### config.mk
export PLATFORM = sky130hd
export DESIGN_NAME = ser_shift_master
export DESIGN_NICKNAME = d
export VERILOG_FILES = /design/src/rtl/ssm_pkg.sv /design/src/rtl/ssm_clkdiv.sv /design/src/rtl/ssm_ctrl.sv /design/src/rtl/ssm_shifter.sv /design/src/rtl/ser_shift_master.sv
export SDC_FILE = /design/constraint.sdc
export NUM_CORES = 1
export LEC_CHECK = 0
export ABC_CLOCK_PERIOD_IN_PS = 1230
export CORE_MARGIN = 2
export CORE_UTILIZATION = 50
export CTS_BUF_LIST = sky130_fd_sc_hd__clkbuf_4
export DETAILED_ROUTE_END_ITERATION = 12
export DONT_BUFFER_PORTS = 1
export GPL_ROUTABILITY_DRIVEN = 0
export GPL_TIMING_DRIVEN = 0
export MAX_ROUTING_LAYER = met4
export SLEW_MARGIN = 15
export SYNTH_ARGS = -nofsm -noshare
export SYNTH_HDL_FRONTEND = slang
export SYNTH_SLANG_ARGS = --single-unit
export TNS_END_PERCENT = 1
### constraint.sdc
create_clock -name clk -period 1.23 [get_ports clk]
set_input_delay 0.1845 -clock clk [delete_from_list [all_inputs] [get_ports clk]]
set_output_delay 0.1845 -clock clk [all_outputs]
set_load 0.05 [all_outputs]
### src/rtl/ssm_pkg.sv
package ssm_pkg;
  localparam int PIN_N   = 3;
  localparam int PIN_SCK = 0;
  localparam int PIN_SDO = 1;
  localparam int PIN_SEN = 2;

  function automatic int half_div(input int sys_hz, input int bit_hz);
    int d;
    d = sys_hz / (2 * bit_hz);
    return (d < 1) ? 1 : d;
  endfunction
endpackage

### src/rtl/ssm_clkdiv.sv
module ssm_clkdiv #(
  parameter int HALF_DIV = 128
) (
  input  logic clk,
  input  logic rst_n,
  input  logic run,
  output logic tick
);
  localparam int CW = (HALF_DIV > 1) ? $clog2(HALF_DIV) : 1;

  logic [CW-1:0] cnt_q, cnt_d;
  logic          at_end;

  assign at_end = (cnt_q == CW'(HALF_DIV - 1));
  assign tick   = run && at_end;

  always_comb begin
    if (!run || at_end) cnt_d = '0;
    else                cnt_d = cnt_q + CW'(1);
  end

  always_ff @(posedge clk or negedge rst_n) begin
    if (!rst_n) cnt_q <= '0;
    else        cnt_q <= cnt_d;
  end
endmodule

### src/rtl/ssm_ctrl.sv
module ssm_ctrl #(
  parameter int DATA_W = 8
) (
  input  logic clk,
  input  logic rst_n,
  input  logic start,
  input  logic tick,
  output logic busy,
  output logic sck,
  output logic sen,
  output logic sample_en,
  output logic shift_en
);
  localparam int LAST = 2 * DATA_W + 1;
  localparam int SW   = $clog2(LAST + 1);

  logic [SW-1:0] step_q, step_d, step_nx;
  logic          busy_d, sck_d;

  assign step_nx = step_q + SW'(1);
  assign sen     = busy;

  always_comb begin
    step_d    = step_q;
    busy_d    = busy;
    sck_d     = sck;
    sample_en = 1'b0;
    shift_en  = 1'b0;
    if (!busy) begin
      if (start) begin
        busy_d = 1'b1;
        step_d = '0;
        sck_d  = 1'b1;
      end
    end else if (tick) begin
      step_d = step_nx;
      if (step_nx == SW'(LAST)) begin
        busy_d   = 1'b0;
        sck_d    = 1'b1;
        shift_en = 1'b1;
      end else if (step_nx[0]) begin
        sck_d    = 1'b0;
        shift_en = (step_nx >= SW'(3));
      end else begin
        sck_d     = 1'b1;
        sample_en = 1'b1;
      end
    end
  end

  always_ff @(posedge clk or negedge rst_n) begin
    if (!rst_n) begin
      step_q <= '0;
      busy   <= 1'b0;
      sck    <= 1'b1;
    end else begin
      step_q <= step_d;
      busy   <= busy_d;
      sck    <= sck_d;
    end
  end
endmodule

### src/rtl/ssm_shifter.sv
module ssm_shifter #(
  parameter int DATA_W = 8
) (
  input  logic              clk,
  input  logic              load,
  input  logic [DATA_W-1:0] load_data,
  input  logic              sample_en,
  input  logic              shift_en,
  input  logic              sdi,
  output logic [DATA_W-1:0] data_q,
  output logic              sdo
);
  logic [DATA_W-1:0] data_d;
  logic              samp_q, samp_d;

  assign sdo = data_q[DATA_W-1];

  always_comb begin
    samp_d = sample_en ? sdi : samp_q;
    if (load)          data_d = load_data;
    else if (shift_en) data_d = {data_q[DATA_W-2:0], samp_q};
    else               data_d = data_q;
  end

  always_ff @(posedge clk) begin
    data_q <= data_d;
    samp_q <= samp_d;
  end
endmodule

### src/rtl/ser_shift_master.sv
module ser_shift_master #(
  parameter int DATA_W = 8,
  parameter int SYS_HZ = 16_000_000,
  parameter int BIT_HZ = 62_500
) (
  input  logic              clk,
  input  logic              rst_n,
  input  logic              mode_hw,
  input  logic              sw_sck,
  input  logic              sw_sdo,
  input  logic              sw_sen,
  input  logic              wr_en,
  input  logic [DATA_W-1:0] wr_data,
  input  logic              rd_en,
  output logic [DATA_W-1:0] rd_data,
  output logic              busy,
  output logic              sck_o,
  output logic              sdo_o,
  output logic              sen_o,
  input  logic              sdi_i
);
  import ssm_pkg::*;

  localparam int HALF_DIV = half_div(SYS_HZ, BIT_HZ);

  logic [1:0]        rsync_q;
  logic              rst_n_s;
  logic              start, tick, sample_en, shift_en;
  logic              hw_sck, hw_sen, hw_sdo;
  logic [DATA_W-1:0] data_q, rd_d;
  logic [PIN_N-1:0]  hw_pin, sw_pin, pin_o;

  always_ff @(posedge clk or negedge rst_n) begin
    if (!rst_n) rsync_q <= 2'b00;
    else        rsync_q <= {rsync_q[0], 1'b1};
  end
  assign rst_n_s = rsync_q[1];

  assign start = wr_en && !busy && mode_hw;

  ssm_clkdiv #(.HALF_DIV(HALF_DIV)) u_div (
    .clk(clk), .rst_n(rst_n_s), .run(busy), .tick(tick)
  );

  ssm_ctrl #(.DATA_W(DATA_W)) u_ctrl (
    .clk(clk), .rst_n(rst_n_s), .start(start), .tick(tick),
    .busy(busy), .sck(hw_sck), .sen(hw_sen),
    .sample_en(sample_en), .shift_en(shift_en)
  );

  ssm_shifter #(.DATA_W(DATA_W)) u_shift (
    .clk(clk), .load(start), .load_data(wr_data),
    .sample_en(sample_en), .shift_en(shift_en), .sdi(sdi_i),
    .data_q(data_q), .sdo(hw_sdo)
  );

  always_comb begin
    rd_d = (rd_en && !busy) ? data_q : rd_data;
  end

  always_ff @(posedge clk or negedge rst_n_s) begin
    if (!rst_n_s) rd_data <= '0;
    else          rd_data <= rd_d;
  end

  assign hw_pin[PIN_SCK] = hw_sck;
  assign hw_pin[PIN_SDO] = hw_sdo;
  assign hw_pin[PIN_SEN] = hw_sen;
  assign sw_pin[PIN_SCK] = sw_sck;
  assign sw_pin[PIN_SDO] = sw_sdo;
  assign sw_pin[PIN_SEN] = sw_sen;

  for (genvar g = 0; g < PIN_N; g++) begin : g_pin
    assign pin_o[g] = mode_hw ? hw_pin[g] : sw_pin[g];
  end

  assign sck_o = pin_o[PIN_SCK];
  assign sdo_o = pin_o[PIN_SDO];
  assign sen_o = pin_o[PIN_SEN];
endmodule

==> results.toml, run 1 <==
[cells_and_area]
area_growth_pct = 22.9
drive_gt1_frac = 0.325
regArea_sq_um = 875
n_fill_cell = 254
n_antenna_cell = 0
multi_input_comb_area_sq_um = 833
fin_nets = 186
fin_cells = 210

[die]
rows = 20
pin_count = 29
fp.dieArea_sq_um = 3730
die_h_um = 61.0
initial_core_util = 0.528
core_area_sq_um = 3080
dieWidth_um = 61.0

[timing]
skew_ns = 0.00505
fmax_ghz = 0.564
rsz0062_at_grt = "yes"
maxSlewViolCount = 0
setup_viol = 39
relSlewSlack = 0.402
worst_pin_slew_ns = 0.898
period_minus_slack_ns = 1.77
finalCritPeriodShare = 1.44
fin_ws_ns = -0.543
timing.final.hold_violations = 0

[setup_path]
crit_top_cell = "buf_6"
arrival_ns = 1.84
path_class = "register to register"
cp_max_fo = 5
cpMaxStageDelayCell = "dfrtp_1"
path_depth = 8
cpPeakStageDelay_ns = 0.39
cp-endpoint = "u_shift.data_q[3]"
cp-startpoint = "u_ctrl.step_q[0]"
cp_top_family = "compound AO/OA/AOI/OAI gates"
r2r_end = "u_shift.data_q[3]"
start_kind = "register"
reg2reg_from = "u_ctrl.step_q[0]"
r2r_slack_ns = -0.54
reg2reg_depth = 8
cp_data_required_time_ns = 1.29
path_buf_inv = 3
cp_cell_sequence = "buf_6, inv_4, ha_4, nor4_2, o2111ai_2, o31ai_2, o21ai_2, buf_6"
endpoint_kind = "register"

[synth]
synthFlopType = "dfrtp_1"
yosysUniqueCellTypes = 41
ys_warn_count = 0
syn-cell-area_sq_um = 1630
netlist_instances = 152
ys_top_cells_by_area = "dfrtp_1, edfxtp_1, mux2_2"
synth.most_common_cell = "nand2_1"
yosysTopAreaCell = "dfrtp_1"
yosys.area.top_type_share = 0.354
synth_common_cells = "nand2_1, dfrtp_1, mux2_2"
avgSynthCellArea_sq_um = 10.7
async_reset_ff_frac = 0.727
ys_ff_latch = 33
synth-seq-area-share = 0.536
synth_edf_count = 9
syn_nets = 173

[detailed_routing]
wl_per_cell_um = 15.4
antenna_left = 0
routed_wl_mm = 3.24
initialDrtViolationCount = 35
num_vias = 1146
viasPerCell = 5.46
drcViolationCount = 0
first_pass_iters = 4

[clock_tree]
numCtsBuffers = 5
cts_buffer_depth = 2
path_clk_slew_ns = 0.10
cts_tree = "built"
htree_levels = 2
clk_latency_ns = 0.34
ctsRootBufferMaster = "clkbuf_4"
cts_sinks = 33

[outcome]
failed_checks = "setup timing"
status = "complete, but fails checks"

[placement]
dp_hpwl_mm = 2.15
io_buffers = 0
dp_cells = 196
place_ws_ns = -0.827

[power_and_ir_drop]
power_density_nw_per_um2 = 1720
power.total_mw = 3.44
p_leak_nw = 0.873
ir_worst_vdd_mv = 0.753

[grt]
antenna_found_initial = 0
grt_pass1_vias = 1145
grt_first_pass_wirelength_mm = 5.33
grt_usage = 0.208
grt.overflow.total = 0
grt_max_degree = 23

[hold_path]
holdPathStages = 2
hold_path_class = "input pin to register"

[job]
maxCapViolations = 0
flip-flops by register name, indices dropped and copies added (netlist names):
name and cells:
rd_data 8, u_ctrl.step_q 5, u_shift.data_q 8, u_div.cnt_q 7, u_shift.samp_q 1, u_ctrl.sck 1, rsync_q 2, u_ctrl.busy 1
timing repair:
action / 4_1_cts / 5_1_grt
setup endpoints to repair: 40 / 40
pin swaps: 13 / 6
buffers inserted: 5 / 0
hold endpoints to repair: 3 / 0
gates cloned: 0 / 0
gates resized for setup: 31 / 7
hold buffers: 2 / 0
cells by family after synthesis:
kind of cell             Yosys count  share of synthesized area
AO/OA/AOI/OAI                     17                     0.0746
XOR/XNOR                           7                     0.0377
other                              1                    0.00231
flip-flops                        33                      0.536
adder cells (fa/ha/maj)            4                     0.0308
buffers and inverters             11                     0.0323
multiplexers                      11                     0.0762
AND/OR/NAND/NOR                   68                      0.210
per-stage QoR:
step	utilization	hold slack, ns	TNS, ns	instance area [sq um]
after global routing	0.650	0.00701	-11.67	2000
after CTS	0.638	0.00379	-9.06	1960
final	0.650	0.0204	-8.78	2000
after global placement	0.561	-0.111	-12.01	1730
after floorplan	-	-0.111	-6.61	1670
after detailed placement	0.561	-0.111	-12.59	1730
area by class of cell:
cell class | instances | area share
well taps | 44 | 0.0275
plain buffers | 7 | 0.0375
repair buffers | 7 | 0.0344
clock buffers | 6 | 0.0225
clock inverters | 2 | 0.0169
multi-input cells | 108 | 0.417
inverters | 3 | 0.00688
flip-flops and latches | 33 | 0.437
worst reg2reg max path, stage by stage (launching register included):
cell and delay (ns):
dfrtp_1 0.39, buf_6 0.12, inv_4 0.04, ha_4 0.27, nor4_2 0.04, o2111ai_2 0.19
o31ai_2 0.10, o21ai_2 0.20, buf_6 0.15
per-layer routing:
metal | vias to the layer above | wire [um] | share of wire | GRT usage
met5 | - | 0 | 0 | -
met4 | 0 | 52 | 0.016 | 0.0901
met3 | 7 | 154 | 0.047 | 0.0693
met2 | 27 | 1600 | 0.49 | 0.337
met1 | 556 | 1430 | 0.44 | 0.235
li1 | 556 | - | - | -
power by group:
part | switching, mW | internal, mW | total, mW
Clock | 0.369 | 0.445 | 0.814
Sequential | 0.595 | 1.33 | 1.93
Combinational | 0.286 | 0.412 | 0.699
placed cells by master (no fill, tap or decap), types with 2 or more instances in the layout:
cell            n
buf_6           7
mux2_4         11
and3_1          4
o21ai_1         3
nand2_1        31
dfrtp_1        21
nor2_1          5
buf_4           2
dfrtp_2         2
edfxtp_1        9
clkbuf_4        6
nand2b_1        2
nor4_1          2
ha_4            2
o21ai_2         2
xor2_1          3
and2_1          3
xnor2_1         4
nand3_1         5
nor3_1          4
dlygate4sd3_1   2
ha_2            2
worst min-delay path by stage:
stage               startpoint                end  slack (ns)
floorplan                rst_n         rsync_q[0]       -0.11
global placement         rst_n         rsync_q[0]       -0.11
detailed placement       rst_n         rsync_q[1]       -0.11
CTS                 wr_data[7]  u_shift.data_q[7]       0.004
global route        wr_data[4]  u_shift.data_q[4]       0.007
finish              wr_data[7]  u_shift.data_q[7]        0.02
Note: power is estimated with default switching activity, not from simulation.
==> inputs of run 2 (changes only) <==
- MAX_ROUTING_LAYER: met4 -> default
==> run 2 against run 1 <==
Compared with the run above:
- the run still ends with setup timing left
- clock power is essentially flat
- critical path depth is the same
- first-iteration DRC count grew 14%
- critical path type unchanged
- critical endpoint unchanged
==> results.toml, run 2 (same netlist as run 1, synthesis figures left out) <==
[cells_and_area]
n_fill_cell = 254
multi_input_comb_area_sq_um = 833
regArea_sq_um = 875
biggestRegsByFlops = "rd_data x8, u_shift.data_q x8, u_div.cnt_q x7"
area_growth_pct = 22.9
mostFrequentLayoutCells = "nand2_1, dfrtp_1, mux2_4"
fin_area_sq_um = 2000
n_antenna_cell = 0
drive_gt1_frac = 0.325
mostFrequentLayoutCell = "nand2_1"
fin_nets = 186

[setup_path]
cpPeakStageDelay_ns = 0.38
r2r_slack_ns = -0.55
reg2reg_depth = 8
cp_max_fo = 5
cp_data_required_time_ns = 1.29
r2r_end = "u_shift.data_q[3]"
cp_top_family = "compound AO/OA/AOI/OAI gates"
cpMaxStageDelayCell = "dfrtp_1"
arrival_ns = 1.84
crit_top_cell = "buf_6"
start_kind = "register"
path_buf_inv = 3
cp_cell_sequence = "buf_6, inv_4, ha_4, nor4_2, o2111ai_2, o31ai_2, o21ai_2, buf_6"
path_class = "register to register"
cp-startpoint = "u_ctrl.step_q[0]"
endpoint_kind = "register"
reg2reg_from = "u_ctrl.step_q[0]"

[power_and_ir_drop]
pwr-share-comb = 0.203
power_frac_seq = 0.561
ir_worst_vdd_mv = 0.754
power.switching_mw = 1.25
power_density_nw_per_um2 = 1720
switching_share = 0.363
p_leak_nw = 0.873
p_clk_frac = 0.236
intPower_mw = 2.19

[die]
dieWidth_um = 61.0
fp.dieArea_sq_um = 3730
initial_core_util = 0.528
rows = 20
core_area_sq_um = 3080
pin_count = 29
die_h_um = 61.0

[grt]
grt_usage = 0.201
grt_max_degree = 23
grtUsageMet2 = 0.337
grt_pass1_vias = 1147
antenna_found_initial = 0
top_usage_layer = "met2"
grt.met1_usage = 0.232
grt_first_pass_wirelength_mm = 5.30
met3_usage = 0.0693
grt.overflow.total = 0

[placement]
dpl_cell_area_sq_um = 1730
dp_hpwl_mm = 2.15
place_ws_ns = -0.827
io_buffers = 0

[detailed_routing]
antenna_left = 0
initialDrtViolationCount = 40
drcViolationCount = 0
viasPerCell = 5.43
num_vias = 1141
first_pass_iters = 4
wl_per_cell_um = 15.5
routed_wl_mm = 3.25

[timing]
rsz0062_at_grt = "yes"
worst_pin_slew_ns = 0.890
relSlewSlack = 0.407
fmax_ghz = 0.563
fin_ws_ns = -0.547
skew_ns = 0.00651
finalCritPeriodShare = 1.44
hold_slack_ns = 0.0202
period_minus_slack_ns = 1.78
timing.final.hold_violations = 0
maxSlewViolCount = 0
setup_viol = 39

[clock_tree]
path_clk_slew_ns = 0.10
cts_tree = "built"
cts_sinks = 33
clk_latency_ns = 0.34
numCtsBuffers = 5
ctsRootBufferMaster = "clkbuf_4"
htree_levels = 2
cts_buffer_depth = 2

[hold_path]
worst_hold_path.endpoint = "u_shift.data_q[7]"
min_from = "wr_data[7]"
hold_path_class = "input pin to register"
holdPathStages = 2

[job]
maxCapViolations = 0

[outcome]
status = "complete, but fails checks"
failed_checks = "setup timing"
## run 2: cell counts in the layout (fill, tap and decap cells not counted)
Identical to the previous run, type by type.
## run 2: final cells by class
cell class / instances / area share
clock buffer: 6 / 0.0225
inverter: 3 / 0.00688
multi-input combinational: 108 / 0.417
timing repair buffer: 7 / 0.0344
sequential: 33 / 0.437
buffer: 7 / 0.0375
clock inverter: 2 / 0.0169
tap: 44 / 0.0275
## run 2: power groups by stage
stage	combinational (mW)	clock [mW]	sequential, mW
global placement	0.507	0	1.93
CTS	0.664	0.833	1.93
global route	0.770	0.875	1.97
finish	0.698	0.813	1.93
floorplan	0.457	0	1.89
detailed placement	0.520	0	1.94
## run 2: worst reg2reg max path, stage by stage (launching register included)
cell and delay [ns]:
dfrtp_1 0.38, buf_6 0.12, inv_4 0.04, ha_4 0.27
nor4_2 0.04, o2111ai_2 0.19, o31ai_2 0.10, o21ai_2 0.20
buf_6 0.15
## run 2: through the flow
stage | power, mW | util | TNS (ns) | std cells
detailed placement | 2.46 | 0.561 | -12.59 | 196
global placement | 2.44 | 0.561 | -12.01 | 196
global route | 3.61 | 0.650 | -11.66 | 210
finish | 3.44 | 0.650 | -8.91 | 210
CTS | 3.43 | 0.638 | -9.06 | 210
floorplan | 2.34 | - | -6.61 | 152
## run 2: worst max path at each step
stage | end | slack, ns | depth (start not counted)
floorplan | u_shift.data_q[0] | -0.50 | 7
global placement | u_shift.data_q[6] | -0.80 | 6
detailed placement | u_shift.data_q[4] | -0.83 | 6
CTS | u_shift.data_q[3] | -0.53 | 8
global route | u_shift.data_q[3] | -0.62 | 8
finish | u_shift.data_q[3] | -0.55 | 8
## run 2: per-layer routing
| metal | wire [um] | vias to the layer above | part of all wire |
|---|---|---|---|
| met4 | 70 | 0 | 0.022 |
| met5 | 0 | - | 0 |
| met1 | 1430 | 548 | 0.44 |
| met3 | 164 | 8 | 0.051 |
| met2 | 1580 | 29 | 0.49 |
| li1 | - | 556 | - |
## run 2: repair_timing
| action | 4_1_cts | 5_1_grt |
|---|---|---|
| buffers inserted | 5 | 0 |
| endpoints found under the setup margin | 40 | 40 |
| gates resized for setup | 31 | 7 |
| cloned | 0 | 0 |
| endpoints found under the hold margin | 3 | 0 |
| hold buffers | 2 | 0 |
| pin swaps | 13 | 6 |
==> inputs of run 3 (changes only) <==
- CTS_BUF_LIST: sky130_fd_sc_hd__clkbuf_4 -> default
==> run 3 against run 2 <==
Compared with the run above:
- the flow still finishes with violations (setup timing)
- worst hold slack improved by 0.0013 ns
- die area did not move
- clock-buffer cell count stayed put
- design area is 0.19% lower
- critical path type unchanged
==> results.toml, run 3 (same netlist as run 1, synthesis figures left out) <==
[clock_tree]
htree_levels = 2
clk_latency_ns = 0.34
path_clk_slew_ns = 0.10
cts_buffer_depth = 2
numCtsBuffers = 5
cts_tree = "built"
ctsRootBufferMaster = "clkbuf_4"
cts_sinks = 33

[cells_and_area]
mostFrequentLayoutCell = "nand2_1"
fin_cells = 210
fin_area_sq_um = 2000
mostFrequentLayoutCells = "nand2_1, dfrtp_1, mux2_4"
finish.utilization = 0.648
drive_gt1_frac = 0.319
n_antenna_cell = 0
fin_nets = 186
biggestRegsByFlops = "rd_data x8, u_shift.data_q x8, u_div.cnt_q x7"
n_fill_cell = 254
area_growth_pct = 22.7

[power_and_ir_drop]
power_density_nw_per_um2 = 1710
switching_share = 0.365
intPower_mw = 2.17
power_frac_seq = 0.564
p_clk_frac = 0.231
power.switching_mw = 1.25
p_leak_nw = 0.870
ir_worst_vdd_mv = 0.753
pwr-share-comb = 0.204

[placement]
place_ws_ns = -0.827
dp_hpwl_mm = 2.15
dp_cells = 196
dpl_cell_area_sq_um = 1730
io_buffers = 0

[die]
fp.dieArea_sq_um = 3730
rows = 20
die_h_um = 61.0
dieWidth_um = 61.0
pin_count = 29
core_area_sq_um = 3080
initial_core_util = 0.528

[grt]
grt_pass1_vias = 1144
grt_first_pass_wirelength_mm = 5.29
antenna_found_initial = 0
grt.overflow.total = 0
grt_max_degree = 23
grt_usage = 0.200

[timing]
relSlewSlack = 0.404
rsz0062_at_grt = "yes"
fmax_ghz = 0.563
fin_ws_ns = -0.547
finalCritPeriodShare = 1.44
period_minus_slack_ns = 1.78
setup_viol = 39
worst_pin_slew_ns = 0.894
timing.final.hold_violations = 0
maxSlewViolCount = 0
skew_ns = 0.00788

[setup_path]
cp_max_fo = 5
crit_top_cell = "buf_6"
endpoint_kind = "register"
cp_top_family = "compound AO/OA/AOI/OAI gates"
arrival_ns = 1.84
cpPeakStageDelay_ns = 0.38
path_buf_inv = 3
path_class = "register to register"
cp_cell_sequence = "buf_6, inv_4, ha_4, nor4_2, o2111ai_2, o31ai_2, o21ai_2, buf_6"
cp_data_required_time_ns = 1.29
start_kind = "register"
cpMaxStageDelayCell = "dfrtp_1"

[detailed_routing]
routed.top_layer = "met4"
routed_wl_mm = 3.24
initialDrtViolationCount = 41
dr_wl_met3_um = 161
viasPerCell = 5.40
first_pass_iters = 4
drcViolationCount = 0
antenna_left = 0
num_vias = 1135
wl_met2_mm = 1.57
wl_met1_mm = 1.44
wl_per_cell_um = 15.4

[outcome]
status = "complete, but fails checks"
failed_checks = "setup timing"

[hold_path]
hold_path_class = "input pin to register"

[job]
maxCapViolations = 0
## run 3: cell counts in the layout (fill, tap and decap cells not counted)
Identical to the previous run, type by type.
## run 3: layer usage
| metal | GRT usage | up-vias |
|---|---|---|
| met1 | 0.232 | 541 |
| met3 | 0.0693 | 8 |
| met2 | 0.337 | 29 |
| met4 | 0.0807 | 0 |
| li1 | - | 557 |
| met5 | 0 | - |
## run 3: final cells by class
| cell class | instances | area [sq um] | share of cell area |
|---|---|---|---|
| clock buffers | 6 | 41.3 | 0.0207 |
| flip-flops and latches | 33 | 875 | 0.438 |
| multi-input cells | 108 | 833 | 0.418 |
| repair buffers | 7 | 68.8 | 0.0345 |
| clock inverters | 2 | 33.8 | 0.0169 |
| well taps | 44 | 55.1 | 0.0276 |
| plain buffers | 7 | 75.1 | 0.0376 |
| inverters | 3 | 13.8 | 0.00690 |
## run 3: per-stage QoR
step           hold WS (ns)  total power [mW]  setup TNS, ns
6_report             0.0215              3.42          -8.86
4_1_cts             0.00637              3.41          -9.06
3_3_place_gp         -0.111              2.44         -12.01
3_5_place_dp         -0.111              2.46         -12.59
5_1_grt              0.0100              3.59         -11.64
2_1_floorplan        -0.111              2.34          -6.61
## run 3: path summary, 6_finish.rpt
path | slack (ns) | end | cells past startpoint | from
hold reg to reg | 0.36 | rsync_q[1] | 0 | rsync_q[0]
hold / removal | 0.02 | u_shift.data_q[4] | 2 | wr_data[4]
max in group asynchronous | 0.25 | u_ctrl.step_q[1] | 0 | rsync_q[1]
setup / recovery | -0.55 | u_shift.data_q[3] | 8 | u_ctrl.step_q[0]
setup reg to reg | -0.55 | u_shift.data_q[3] | 8 | u_ctrl.step_q[0]
min in group asynchronous | 0.06 | rsync_q[1] | 1 | rst_n
## run 3: what timing repair did
item                       CTS  global route
setup endpoints to repair   40            40
resized for setup           31             7
buffers inserted             5             0
hold endpoints to repair     3             0
hold buffers                 2             0
pin swaps                   13             6
cloned                       0             0
## run 3: power groups by stage
stage | combinational [mW] | sequential (mW) | clock (mW)
after floorplan | 0.457 | 1.89 | 0
after global placement | 0.507 | 1.93 | 0
after detailed placement | 0.520 | 1.94 | 0
after CTS | 0.664 | 1.93 | 0.809
after global routing | 0.770 | 1.97 | 0.851
final | 0.698 | 1.93 | 0.790
